**config.mk**
```make
export PLATFORM = sky130hd
export DESIGN_NAME = cfg_serial_loader
export DESIGN_NICKNAME = d
export VERILOG_FILES = /design/src/rtl/cfgld_pkg.sv /design/src/rtl/cfgld_prgm_filter.sv /design/src/rtl/cfgld_cclk_gen.sv /design/src/rtl/cfgld_bit_shifter.sv /design/src/rtl/cfg_serial_loader.sv
export SDC_FILE = /design/constraint.sdc
export NUM_CORES = 1
export LEC_CHECK = 0
export CORE_UTILIZATION = 53
export CTS_CLUSTER_DIAMETER = 40
export DETAILED_ROUTE_END_ITERATION = 16
export PLACE_DENSITY = 0.79
export SLEW_MARGIN = 5
export SYNTH_ARGS = -nofsm -noshare
export SYNTH_HDL_FRONTEND = slang
export SYNTH_SLANG_ARGS = --single-unit
```
**constraint.sdc**
```tcl
create_clock -name clk -period 1.7 [get_ports clk]
set_input_delay 0.34 -clock clk [delete_from_list [all_inputs] [get_ports clk]]
set_output_delay 0.34 -clock clk [all_outputs]
set_load 0.05 [all_outputs]
```
**src/rtl/cfgld_pkg.sv**
```systemverilog
package cfgld_pkg;

  typedef enum logic [1:0] {
    ST_POR  = 2'd0,
    ST_INIT = 2'd1,
    ST_LOAD = 2'd2,
    ST_DONE = 2'd3
  } cfg_state_e;

  // System cycles in one half period of the configuration clock
  function automatic int half_cycles(input int sys_hz, input int clk_hz);
    int r;
    r = sys_hz / (2 * clk_hz);
    if (r < 1) r = 1;
    return r;
  endfunction

  // Bits needed to hold the value max_val
  function automatic int cnt_width(input int max_val);
    int w;
    w = $clog2(max_val + 1);
    if (w < 1) w = 1;
    return w;
  endfunction

endpackage

```
**src/rtl/cfgld_prgm_filter.sv**
```systemverilog
module cfgld_prgm_filter
  import cfgld_pkg::*;
#(
  parameter int SYNC_STAGES = 2,
  parameter int MIN_LOW     = 16
) (
  input  logic clk,
  input  logic rst_n,
  input  logic prgm_n,
  output logic prgm_lvl,
  output logic restart
);
  localparam int LW = cnt_width(MIN_LOW);
  localparam logic [LW-1:0] LOW_LAST = LW'(MIN_LOW - 1);
  localparam logic [LW-1:0] LOW_SAT  = LW'(MIN_LOW);

  logic [SYNC_STAGES-1:0] sync_q;
  logic [LW-1:0]          low_cnt;

  always_ff @(posedge clk or negedge rst_n) begin
    if (!rst_n) sync_q <= '1;
    else        sync_q <= {sync_q[SYNC_STAGES-2:0], prgm_n};
  end

  assign prgm_lvl = sync_q[SYNC_STAGES-1];

  // Length of the current synchronised low run, saturating
  always_ff @(posedge clk or negedge rst_n) begin
    if (!rst_n)                 low_cnt <= '0;
    else if (prgm_lvl)          low_cnt <= '0;
    else if (low_cnt != LOW_SAT) low_cnt <= low_cnt + 1'b1;
  end

  // Fires once, in the cycle the run reaches the minimum length
  assign restart = !prgm_lvl && (low_cnt == LOW_LAST);

endmodule

```
**src/rtl/cfgld_cclk_gen.sv**
```systemverilog
module cfgld_cclk_gen
  import cfgld_pkg::*;
#(
  parameter int HALF_FAST = 10,
  parameter int HALF_SLOW = 80
) (
  input  logic clk,
  input  logic rst_n,
  input  logic en,
  input  logic slow_sel,
  output logic cclk,
  output logic rise_evt
);
  localparam int HALF_MAX = (HALF_SLOW > HALF_FAST) ? HALF_SLOW : HALF_FAST;
  localparam int CW = cnt_width(HALF_MAX);
  localparam logic [CW-1:0] FAST_LAST = CW'(HALF_FAST - 1);
  localparam logic [CW-1:0] SLOW_LAST = CW'(HALF_SLOW - 1);

  logic [CW-1:0] ph_cnt;
  logic [CW-1:0] ph_last;
  logic          cclk_q;
  logic          tick;

  assign ph_last  = slow_sel ? SLOW_LAST : FAST_LAST;
  assign tick     = en && (ph_cnt >= ph_last);
  assign rise_evt = tick && !cclk_q;
  assign cclk     = cclk_q;

  always_ff @(posedge clk or negedge rst_n) begin
    if (!rst_n) begin
      ph_cnt <= '0;
      cclk_q <= 1'b0;
    end else if (!en) begin
      ph_cnt <= '0;
      cclk_q <= 1'b0;
    end else if (tick) begin
      ph_cnt <= '0;
      cclk_q <= ~cclk_q;
    end else begin
      ph_cnt <= ph_cnt + 1'b1;
    end
  end

endmodule

```
**src/rtl/cfgld_bit_shifter.sv**
```systemverilog
module cfgld_bit_shifter
  import cfgld_pkg::*;
#(
  parameter int BIT_LEN = 64,
  parameter int WORD_W  = 8
) (
  input  logic              clk,
  input  logic              rst_n,
  input  logic              clr,
  input  logic              cap,
  input  logic              din,
  output logic [WORD_W-1:0] word,
  output logic              word_vld,
  output logic              last_cap
);
  localparam int BW = cnt_width(BIT_LEN);
  localparam int PW = cnt_width(WORD_W - 1);
  localparam logic [BW-1:0] BIT_LAST = BW'(BIT_LEN - 1);
  localparam logic [PW-1:0] POS_LAST = PW'(WORD_W - 1);

  logic [WORD_W-1:0] shift_q;
  logic [WORD_W-1:0] shift_nx;
  logic [BW-1:0]     bit_cnt;
  logic [PW-1:0]     wpos;

  assign shift_nx = {shift_q[WORD_W-2:0], din};
  assign last_cap = cap && (bit_cnt == BIT_LAST);

  always_ff @(posedge clk or negedge rst_n) begin
    if (!rst_n) begin
      shift_q  <= '0;
      bit_cnt  <= '0;
      wpos     <= '0;
      word     <= '0;
      word_vld <= 1'b0;
    end else if (clr) begin
      shift_q  <= '0;
      bit_cnt  <= '0;
      wpos     <= '0;
      word     <= '0;
      word_vld <= 1'b0;
    end else begin
      word_vld <= 1'b0;
      if (cap) begin
        shift_q <= shift_nx;
        bit_cnt <= bit_cnt + 1'b1;
        if (wpos == POS_LAST) begin
          wpos     <= '0;
          word     <= shift_nx;
          word_vld <= 1'b1;
        end else begin
          wpos <= wpos + 1'b1;
        end
      end
    end
  end

endmodule

```
**src/rtl/cfg_serial_loader.sv**
```systemverilog
module cfg_serial_loader
  import cfgld_pkg::*;
#(
  parameter int SYS_HZ      = 200_000_000,
  parameter int FAST_HZ     = 10_000_000,
  parameter int SLOW_HZ     = 1_250_000,
  parameter int BIT_LEN     = 64,
  parameter int WORD_W      = 8,
  parameter int POR_CYCLES  = 8,
  parameter int INIT_CYCLES = 32,
  parameter int PRGM_MIN    = 16,
  parameter int SYNC_STAGES = 2
) (
  input  logic              clk,
  input  logic              rst_n,
  input  logic              prgm_n,
  input  logic              slow_sel,
  input  logic              din,
  output logic              cclk,
  output logic              init_n,
  output logic              done,
  output logic [WORD_W-1:0] cfg_word,
  output logic              word_vld
);
  localparam int HALF_FAST = half_cycles(SYS_HZ, FAST_HZ);
  localparam int HALF_SLOW = half_cycles(SYS_HZ, SLOW_HZ);
  localparam int SEQ_MAX   = (POR_CYCLES > INIT_CYCLES) ? POR_CYCLES : INIT_CYCLES;
  localparam int SW        = cnt_width(SEQ_MAX);
  localparam logic [SW-1:0] POR_LAST  = SW'(POR_CYCLES - 1);
  localparam logic [SW-1:0] INIT_LAST = SW'(INIT_CYCLES - 1);

  cfg_state_e    state;
  logic [SW-1:0] seq_cnt;

  // Named internal events shared with the checker
  logic prgm_lvl;
  logic restart;
  logic rise_evt;
  logic last_cap;
  logic loading;
  logic shf_clr;

  cfgld_prgm_filter #(
    .SYNC_STAGES(SYNC_STAGES),
    .MIN_LOW    (PRGM_MIN)
  ) u_filter (
    .clk     (clk),
    .rst_n   (rst_n),
    .prgm_n  (prgm_n),
    .prgm_lvl(prgm_lvl),
    .restart (restart)
  );

  cfgld_cclk_gen #(
    .HALF_FAST(HALF_FAST),
    .HALF_SLOW(HALF_SLOW)
  ) u_clkgen (
    .clk     (clk),
    .rst_n   (rst_n),
    .en      (loading),
    .slow_sel(slow_sel),
    .cclk    (cclk),
    .rise_evt(rise_evt)
  );

  cfgld_bit_shifter #(
    .BIT_LEN(BIT_LEN),
    .WORD_W (WORD_W)
  ) u_shift (
    .clk     (clk),
    .rst_n   (rst_n),
    .clr     (shf_clr),
    .cap     (rise_evt),
    .din     (din),
    .word    (cfg_word),
    .word_vld(word_vld),
    .last_cap(last_cap)
  );

  // Sequencer: a restart outranks every other transition
  always_ff @(posedge clk or negedge rst_n) begin
    if (!rst_n) begin
      state   <= ST_POR;
      seq_cnt <= '0;
    end else if (restart) begin
      state   <= ST_INIT;
      seq_cnt <= '0;
    end else begin
      unique case (state)
        ST_POR: begin
          if (seq_cnt == POR_LAST) begin
            state   <= ST_INIT;
            seq_cnt <= '0;
          end else begin
            seq_cnt <= seq_cnt + 1'b1;
          end
        end
        ST_INIT: begin
          if (!prgm_lvl) begin
            seq_cnt <= '0;
          end else if (seq_cnt == INIT_LAST) begin
            state   <= ST_LOAD;
            seq_cnt <= '0;
          end else begin
            seq_cnt <= seq_cnt + 1'b1;
          end
        end
        ST_LOAD: begin
          if (last_cap) state <= ST_DONE;
        end
        ST_DONE: begin
          state <= ST_DONE;
        end
        default: state <= ST_POR;
      endcase
    end
  end

  assign loading = (state == ST_LOAD);
  assign init_n  = !((state == ST_POR) || (state == ST_INIT));
  assign done    = (state == ST_DONE);
  assign shf_clr = !init_n || restart;

endmodule

```
==> results of run 1 <==
[metrics by stage]
step           hold WS (ns)  utilization [%]
2_1_floorplan       0.04441                -
3_3_place_gp         0.2330            64.89
3_5_place_dp         0.2381            64.89
4_1_cts              0.3605            71.17
5_1_grt              0.3662            74.35
6_report             0.3589            74.35
[metal layers]
| metal | part of all wire [%] | vias up | global-route usage (%) |
|---|---|---|---|
| li1 | - | 1017 | - |
| met3 | 5.3 | 11 | 4.701 |
| met4 | 1.5 | 0 | 8.222 |
| met5 | 0 | - | 0 |
| met1 | 44 | 1055 | 33.11 |
| met2 | 49 | 86 | 40.06 |
[final timing paths]
path | startpoint | to | cells after the start
max in group asynchronous | rst_n | u_filter.sync_q[0] | 3
min in group asynchronous | rst_n | u_clkgen.ph_cnt[3] | 2
worst min-delay path | u_filter.sync_q[0] | u_filter.sync_q[1] | 0
worst min register to register | u_filter.sync_q[0] | u_filter.sync_q[1] | 0
worst max-delay path | u_clkgen.ph_cnt[1] | u_shift.bit_cnt[2] | 8
worst max register to register | u_clkgen.ph_cnt[1] | u_shift.bit_cnt[2] | 8
[cell families (layout without fill, tap and decap cells)]
| group | Yosys count | after routing | share of synthesized area (%) |
|---|---|---|---|
| multiplexers | 3 | 3 | 1.195 |
| AND/OR/NAND/NOR | 85 | 85 | 18.52 |
| buffers and inverters | 25 | 66 | 5.126 |
| flip-flops | 49 | 49 | 48.88 |
| XOR/XNOR | 8 | 8 | 2.788 |
| adder cells (fa/ha/maj) | 11 | 11 | 5.475 |
| AO/OA/AOI/OAI | 74 | 76 | 18.02 |
[Yosys cell counts (5+ instances only)]
master / count / area share [%]
sky130_fd_sc_hd__nor2_1: 13 / 1.9
sky130_fd_sc_hd__nor3_1: 6 / 1.2
sky130_fd_sc_hd__ha_1: 11 / 5.5
sky130_fd_sc_hd__xnor2_1: 5 / 1.7
sky130_fd_sc_hd__nand2_1: 8 / 1.2
sky130_fd_sc_hd__o21ai_0: 24 / 4.8
sky130_fd_sc_hd__inv_1: 9 / 1.3
sky130_fd_sc_hd__dfrtp_1: 47 / 47
sky130_fd_sc_hd__a21oi_1: 28 / 5.6
sky130_fd_sc_hd__clkbuf_1: 7 / 1.0
sky130_fd_sc_hd__o31ai_1: 5 / 1.5
sky130_fd_sc_hd__nand3_1: 28 / 5.6
sky130_fd_sc_hd__or4_1: 6 / 1.8
[state kept, by name, indices dropped and copies added, names as in the netlist]
| register | cells |
|---|---|
| u_shift.word | 8 |
| state | 2 |
| u_shift.word_vld | 1 |
| u_clkgen.cclk | 1 |
| u_shift.shift_q | 7 |
| u_clkgen.ph_cnt | 7 |
| u_shift.bit_cnt | 7 |
| u_shift.wpos | 3 |
| u_filter.low_cnt | 5 |
| seq_cnt | 6 |
| u_filter.sync_q | 2 |
[final cells by class]
| type | count | area share (%) |
|---|---|---|
| multi-input cells | 183 | 42.29 |
| inverters | 9 | 1.022 |
| well taps | 52 | 1.969 |
| repair buffers | 49 | 14.80 |
| flip-flops and latches | 49 | 37.18 |
| clock buffers | 8 | 2.726 |
[power breakdown]
group           total, W  leakage (nW)  internal, W  switching, W
Combinational  0.0000919         0.655    0.0000420     0.0000500
Sequential       0.00120         0.668      0.00118     0.0000165
Clock           0.000711        0.0455     0.000333      0.000378
[cell usage in the layout, fill, tap and decap left out, drive strengths merged, types with 7 or more instances in the layout]
cell type,n
a21oi,28
nand2,10
inv,9
a211o,7
nand3,28
clkbuf,9
ha,11
dfrtp,47
buf,44
nor2,13
o21ai,24
[timing repair]
action,in CTS,in global routing
gates resized for setup,31,22
hold buffers,1,0
pin swaps,17,24
setup endpoints to repair,38,39
setup buffers,4,8
endpoints found under the hold margin,10,0
gates cloned,2,3
==> parameters.txt, run 1 <==
Parameter                              Value

Critical path
  Critical Path Max Stage Delay ... about 0.43 ns
  Register-to-register path setup slack ... -0.30 ns
  CP max stage cell ... sky130_fd_sc_hd__dfrtp_1
  Required time of the worst setup path ... 1.93 ns
  Buffers plus inverters on the worst setup path ... 3
  Worst Path Arrival ... 2.22 ns
  Setup crit end kind ... flip-flop
  Largest fanout on the critical path ... 5
  Cells traversed along the worst timing path ... ha_4 -> a211o_1 -> a211oi_4 -> buf_6 -> buf_16 -> buf_4 -> o31ai_2 -> a21oi_2
  Family with the most delay on the worst path ... compound AO/OA/AOI/OAI gates
  Element type at the critical path start ... flip-flop
  Setup CP Type ... reg2reg

Yosys
  Synthesis Warnings ... 0
  Synth Area per Inst ... 9.857 µm²
  Number of standard cells after synthesis ... 255
  Total of flip-flops plus latches after synthesis ... a little under 50
  Area of the mapped netlist ... 0.002514 mm²
  Primary flip-flop cell chosen by synthesis mapping ... sky130_fd_sc_hd__dfrtp_1
  Share of async-settable or async-resettable flops after synthesis ... 100.0%
  Count of flip-flops with a built-in enable after synthesis ... 0
  Sequential area share after synthesis ... between 40 and 50%
  Post-synthesis net count ... ~270
  Yosys cell types ... 46

Cells and area
  Fin area ... about 0.0033 mm²
  Net count reported at finish ... around 310
  Layout-stage area growth over the synthesis result ... 31.46%
  Multi-input combinational cell area ... 0.001398 mm²
  Filler instances ... 280
  Share of cells above drive strength 1 ... 33.89%
  Sequential cell area in the final layout ... about 0.0012 mm²
  Number of diodes ... 0
  Non-Filler Instances ... 350

Floorplanning
  Die W ... 70.87 µm
  Initial core utilization ... 56.56%
  Floorplan row count ... 24
  I/O Pins ... 17
  Die ar. ... 0.005022 mm²
  Core Region ... about 0.0044 mm²
  Vertical die dimension ... 70.87 µm

STA
  Final critical-path share of the clock period ... 117.5%
  Max-slew violation count ... 0
  Transition at the pin with the smallest max-transition slack ... about 0.54 ns
  Worst Setup Slack, final ... -0.2974 ns
  Sum of negative setup slack ... -7.085 ns
  Headroom to the max-slew limit ... 63.68%
  Endpoints failing hold ... 0
  Post-route clock skew ... 0.01345 ns
  Maximum clock frequency ... 500.6 MHz
  Unrepaired setup endpoints after global routing ... true
  Min Tclk post-route ... between 1.5 and 2 ns
  Number of endpoints failing setup at the final stage ... 35

Drt
  Remaining antenna violation count after routing ... 0
  Avg Vias per Cell ... 6.197
  DRT Wirelength ... 6.134 mm
  Detail-routed net length per standard cell ... 17.53 µm
  Number of remaining DRC errors ... 0
  Drt first pass iters ... 7
  Number of DRC markers after the initial detailed-route iteration ... around 270
  Via Count ... 2169

Clock tree
  Count of clock tree sinks ... 49
  Maximum clock path buffer count ... 2
  Clock tree from TritonCTS ... done
  TritonCTS buffer count ... 5
  Clock Tree Root ... sky130_fd_sc_hd__clkbuf_8
  Number of H-tree branching levels ... 2
  Clock transition at path regs ... approximately 0.090 ns
  Insertion delay to the later sink of the worst-skew pair ... 0.31 ns

Placed design
  Detailed placement HPWL ... 3.585 mm
  Cell Count Post-Placement ... between 300 and 400
  Port Buffers ... 16
  Routability-driven placement congestion ratio ... ~0.82
  Placed cell area ... 0.002884 mm²
  Worst setup slack after placement ... -0.6531 ns

Flow run
  Max Cap Violations ... 0

Run status
  Status ... finished with violations
  Failing checks ... setup timing

Power
  Power after layout ... 0.002000 W
  Leakage power of the design ... around 1.4 nW
  PD cells ... 605.1 mW/mm²
  Worst ir drop on vdd ... 0.3390 mV

Global route
  Vias in the first global route ... 2024
  Total track usage ... between 20% and 30%
  Maximum number of pins on one net before global-route repair ... 29
  Residual overflow from global routing ... 0
  Antenna violations before repair ... 0
  First-pass GRT wire length ... approximately 9.5 mm

Min path
  Worst min path class ... reg2reg
Power figures use the tool's default switching activity.
==> run 2, diff against run 1 <==
--- a/config.mk
+++ b/config.mk
@@ -7,7 +7,9 @@
 export LEC_CHECK = 0
 export CORE_UTILIZATION = 53
 export CTS_CLUSTER_DIAMETER = 40
+export CTS_CLUSTER_SIZE = 20
 export DETAILED_ROUTE_END_ITERATION = 16
+export GPL_TIMING_DRIVEN = 0
 export PLACE_DENSITY = 0.79
 export SLEW_MARGIN = 5
 export SYNTH_ARGS = -nofsm -noshare
==> parameters.txt, run 2 (same netlist as run 1, synthesis figures left out) <==
Parameter                              Value

Cells and area
  Layout-stage area growth over the synthesis result ... 32.45%
  Most common cell after layout, fill and taps aside ... sky130_fd_sc_hd__dfrtp_1
  Number of diodes ... 0
  Most frequent cells in the layout ... 46 x sky130_fd_sc_hd__dfrtp_1, 25 x sky130_fd_sc_hd__a21oi_1, 17 x sky130_fd_sc_hd__nand3_1, 14 x sky130_fd_sc_hd__buf_4
  Largest reg by FF count ... u_shift.word
  Net count reported at finish ... 315
  Fin area ... approximately 0.0033 mm²
  Share of cells above drive strength 1 ... 33.00%
  Number of flip-flops in the largest register ... 8

STA
  Max-slew violation count ... 0
  Headroom to the max-slew limit ... between 50 and 60%
  Min Tclk post-route ... 1.928 ns
  Maximum clock frequency ... 518.6 MHz
  Final critical-path share of the clock period ... 113.4%
  Minimum hold slack ... approximately 0.36 ns
  Worst Setup Slack, final ... -0.2282 ns
  Endpoints failing hold ... 0
  Post-route clock skew ... 0.01275 ns
  Transition at the pin with the smallest max-transition slack ... around 0.69 ns
  Number of endpoints failing setup at the final stage ... 35
  Unrepaired setup endpoints after global routing ... true

Drt
  Number of DRC markers after the initial detailed-route iteration ... 146
  Number of remaining DRC errors ... 3
  Remaining antenna violation count after routing ... 0
  Detail-routed net length per standard cell ... 17.45 µm
  Via Count ... 2164
  Avg Vias per Cell ... a little over 6
  Drt first pass iters ... 11
  DRT Wirelength ... about 6 mm

Critical path
  Setup crit end kind ... flip-flop
  Crit-path most repeated cell ... sky130_fd_sc_hd__buf_6
  Critical Path Max Stage Delay ... 0.48 ns
  Buffers plus inverters on the worst setup path ... 2
  Register-to-register path setup slack ... -0.23 ns
  Setup CP Type ... reg2reg
  CP max stage cell ... sky130_fd_sc_hd__or4_4
  Path length in cells of the critical path ... 7
  Largest fanout on the critical path ... 5
  Launch point of the critical path ... u_clkgen.ph_cnt[2]
  Cells traversed along the worst timing path ... ha_4 -> o211a_4 -> a211oi_4 -> buf_6 -> buf_6 -> or4_4 -> a21oi_2
  Required time of the worst setup path ... 1.92 ns
  Family with the most delay on the worst path ... simple AND/OR/NAND/NOR gates
  Element type at the critical path start ... flip-flop
  Worst Path Arrival ... 2.15 ns
  Worst Reg-to-Reg Cells ... 7
  RR Startpoint ... u_clkgen.ph_cnt[2]

Min path
  Worst min path class ... reg2reg
  Startpoint of the most critical hold path ... u_filter.sync_q[0]
  Worst hold path cell count ... 0

Floorplanning
  Initial core utilization ... 56.56%
  Floorplan row count ... 24
  Die ar. ... 0.005022 mm²
  Vertical die dimension ... 70.87 µm
  Die W ... 70.87 µm
  Core Region ... about 0.0044 mm²
  I/O Pins ... 17

Clock tree
  Clock tree from TritonCTS ... done
  Clock transition at path regs ... 0.09 ns
  TritonCTS buffer count ... 5
  Number of H-tree branching levels ... 2
  Maximum clock path buffer count ... 2
  Insertion delay to the later sink of the worst-skew pair ... 0.30 ns
  Clock Tree Root ... sky130_fd_sc_hd__clkbuf_8
  Count of clock tree sinks ... 49

Global route
  Maximum number of pins on one net before global-route repair ... 38
  Vias in the first global route ... roughly 2100
  Total track usage ... 26.64%
  Antenna violations before repair ... 0
  Residual overflow from global routing ... 0
  First-pass GRT wire length ... 10.34 mm

Power
  PD cells ... ~640 mW/mm²
  Worst ir drop on vdd ... 0.4219 mV
  Leakage power of the design ... 1.401 nW

Placed design
  Placed cell area ... 0.002820 mm²
  Routability-driven placement congestion ratio ... roughly 0.82
  Worst setup slack after placement ... -0.7759 ns
  Detailed placement HPWL ... 3.551 mm
  Port Buffers ... 16

Flow run
  Max Cap Violations ... 0

Run status
  Status ... finished with violations
  Failing checks ... DRC, setup timing
==> run 2: power by group <==
part           switching, W  internal (W)
registers         0.0000128       0.00118
clock network      0.000374      0.000480
logic             0.0000555     0.0000421
total              0.000442       0.00170
==> run 2: path summary, 6_finish.rpt <==
kind                                       to
setup / recovery           u_shift.bit_cnt[2]
hold / removal             u_filter.sync_q[1]
setup reg to reg           u_shift.bit_cnt[2]
hold reg to reg            u_filter.sync_q[1]
max in group asynchronous  u_filter.sync_q[1]
min in group asynchronous  u_clkgen.ph_cnt[6]
==> run 2: final cells by class <==
type,count,area (µm²)
clock buffer,7,86.33
tap,52,65.06
buffer,15,112.6
multi-input combinational,182,1429
timing repair buffer,37,342.8
clock inverter,1,30.03
sequential,49,1230
inverter,9,33.78
fill,290,1115
==> run 2: metrics by stage <==
step / std cells / power, W / utilization [%] / TNS, ns
after floorplan: 255 / 0.001250 / - / -1.221
after global placement: 323 / 0.001291 / 63.12 / -77.85
after detailed placement: 324 / 0.001297 / 63.46 / -25.45
after CTS: 348 / 0.002156 / 72.78 / -5.833
after global routing: 352 / 0.002227 / 74.92 / -6.894
final: 352 / 0.002145 / 74.92 / -4.840
==> run 2: repair_timing <==
item	CTS	global route
gates cloned	3	0
setup buffers	13	4
pin swaps	31	20
hold buffers	1	0
setup endpoints to repair	50	43
resized for setup	69	22
hold endpoints to repair	12	0
==> run 2: layer usage <==
metal  global-route usage, %  vias to the layer above  wire [µm]
li1                        -                     1023          -
met1                   36.75                     1080       2739
met2                   42.52                       57       3055
met3                   5.128                        4        292
met4                   9.111                        0         55
met5                       0                        -          0
==> run 3, diff against run 2 <==
--- a/config.mk
+++ b/config.mk
@@ -9,6 +9,7 @@
 export CTS_CLUSTER_DIAMETER = 40
 export CTS_CLUSTER_SIZE = 20
 export DETAILED_ROUTE_END_ITERATION = 16
+export GPL_ROUTABILITY_DRIVEN = 0
 export GPL_TIMING_DRIVEN = 0
 export PLACE_DENSITY = 0.79
 export SLEW_MARGIN = 5
==> results of run 3 <==
The final DEF is identical to that of run 2; final timing and power are the same.
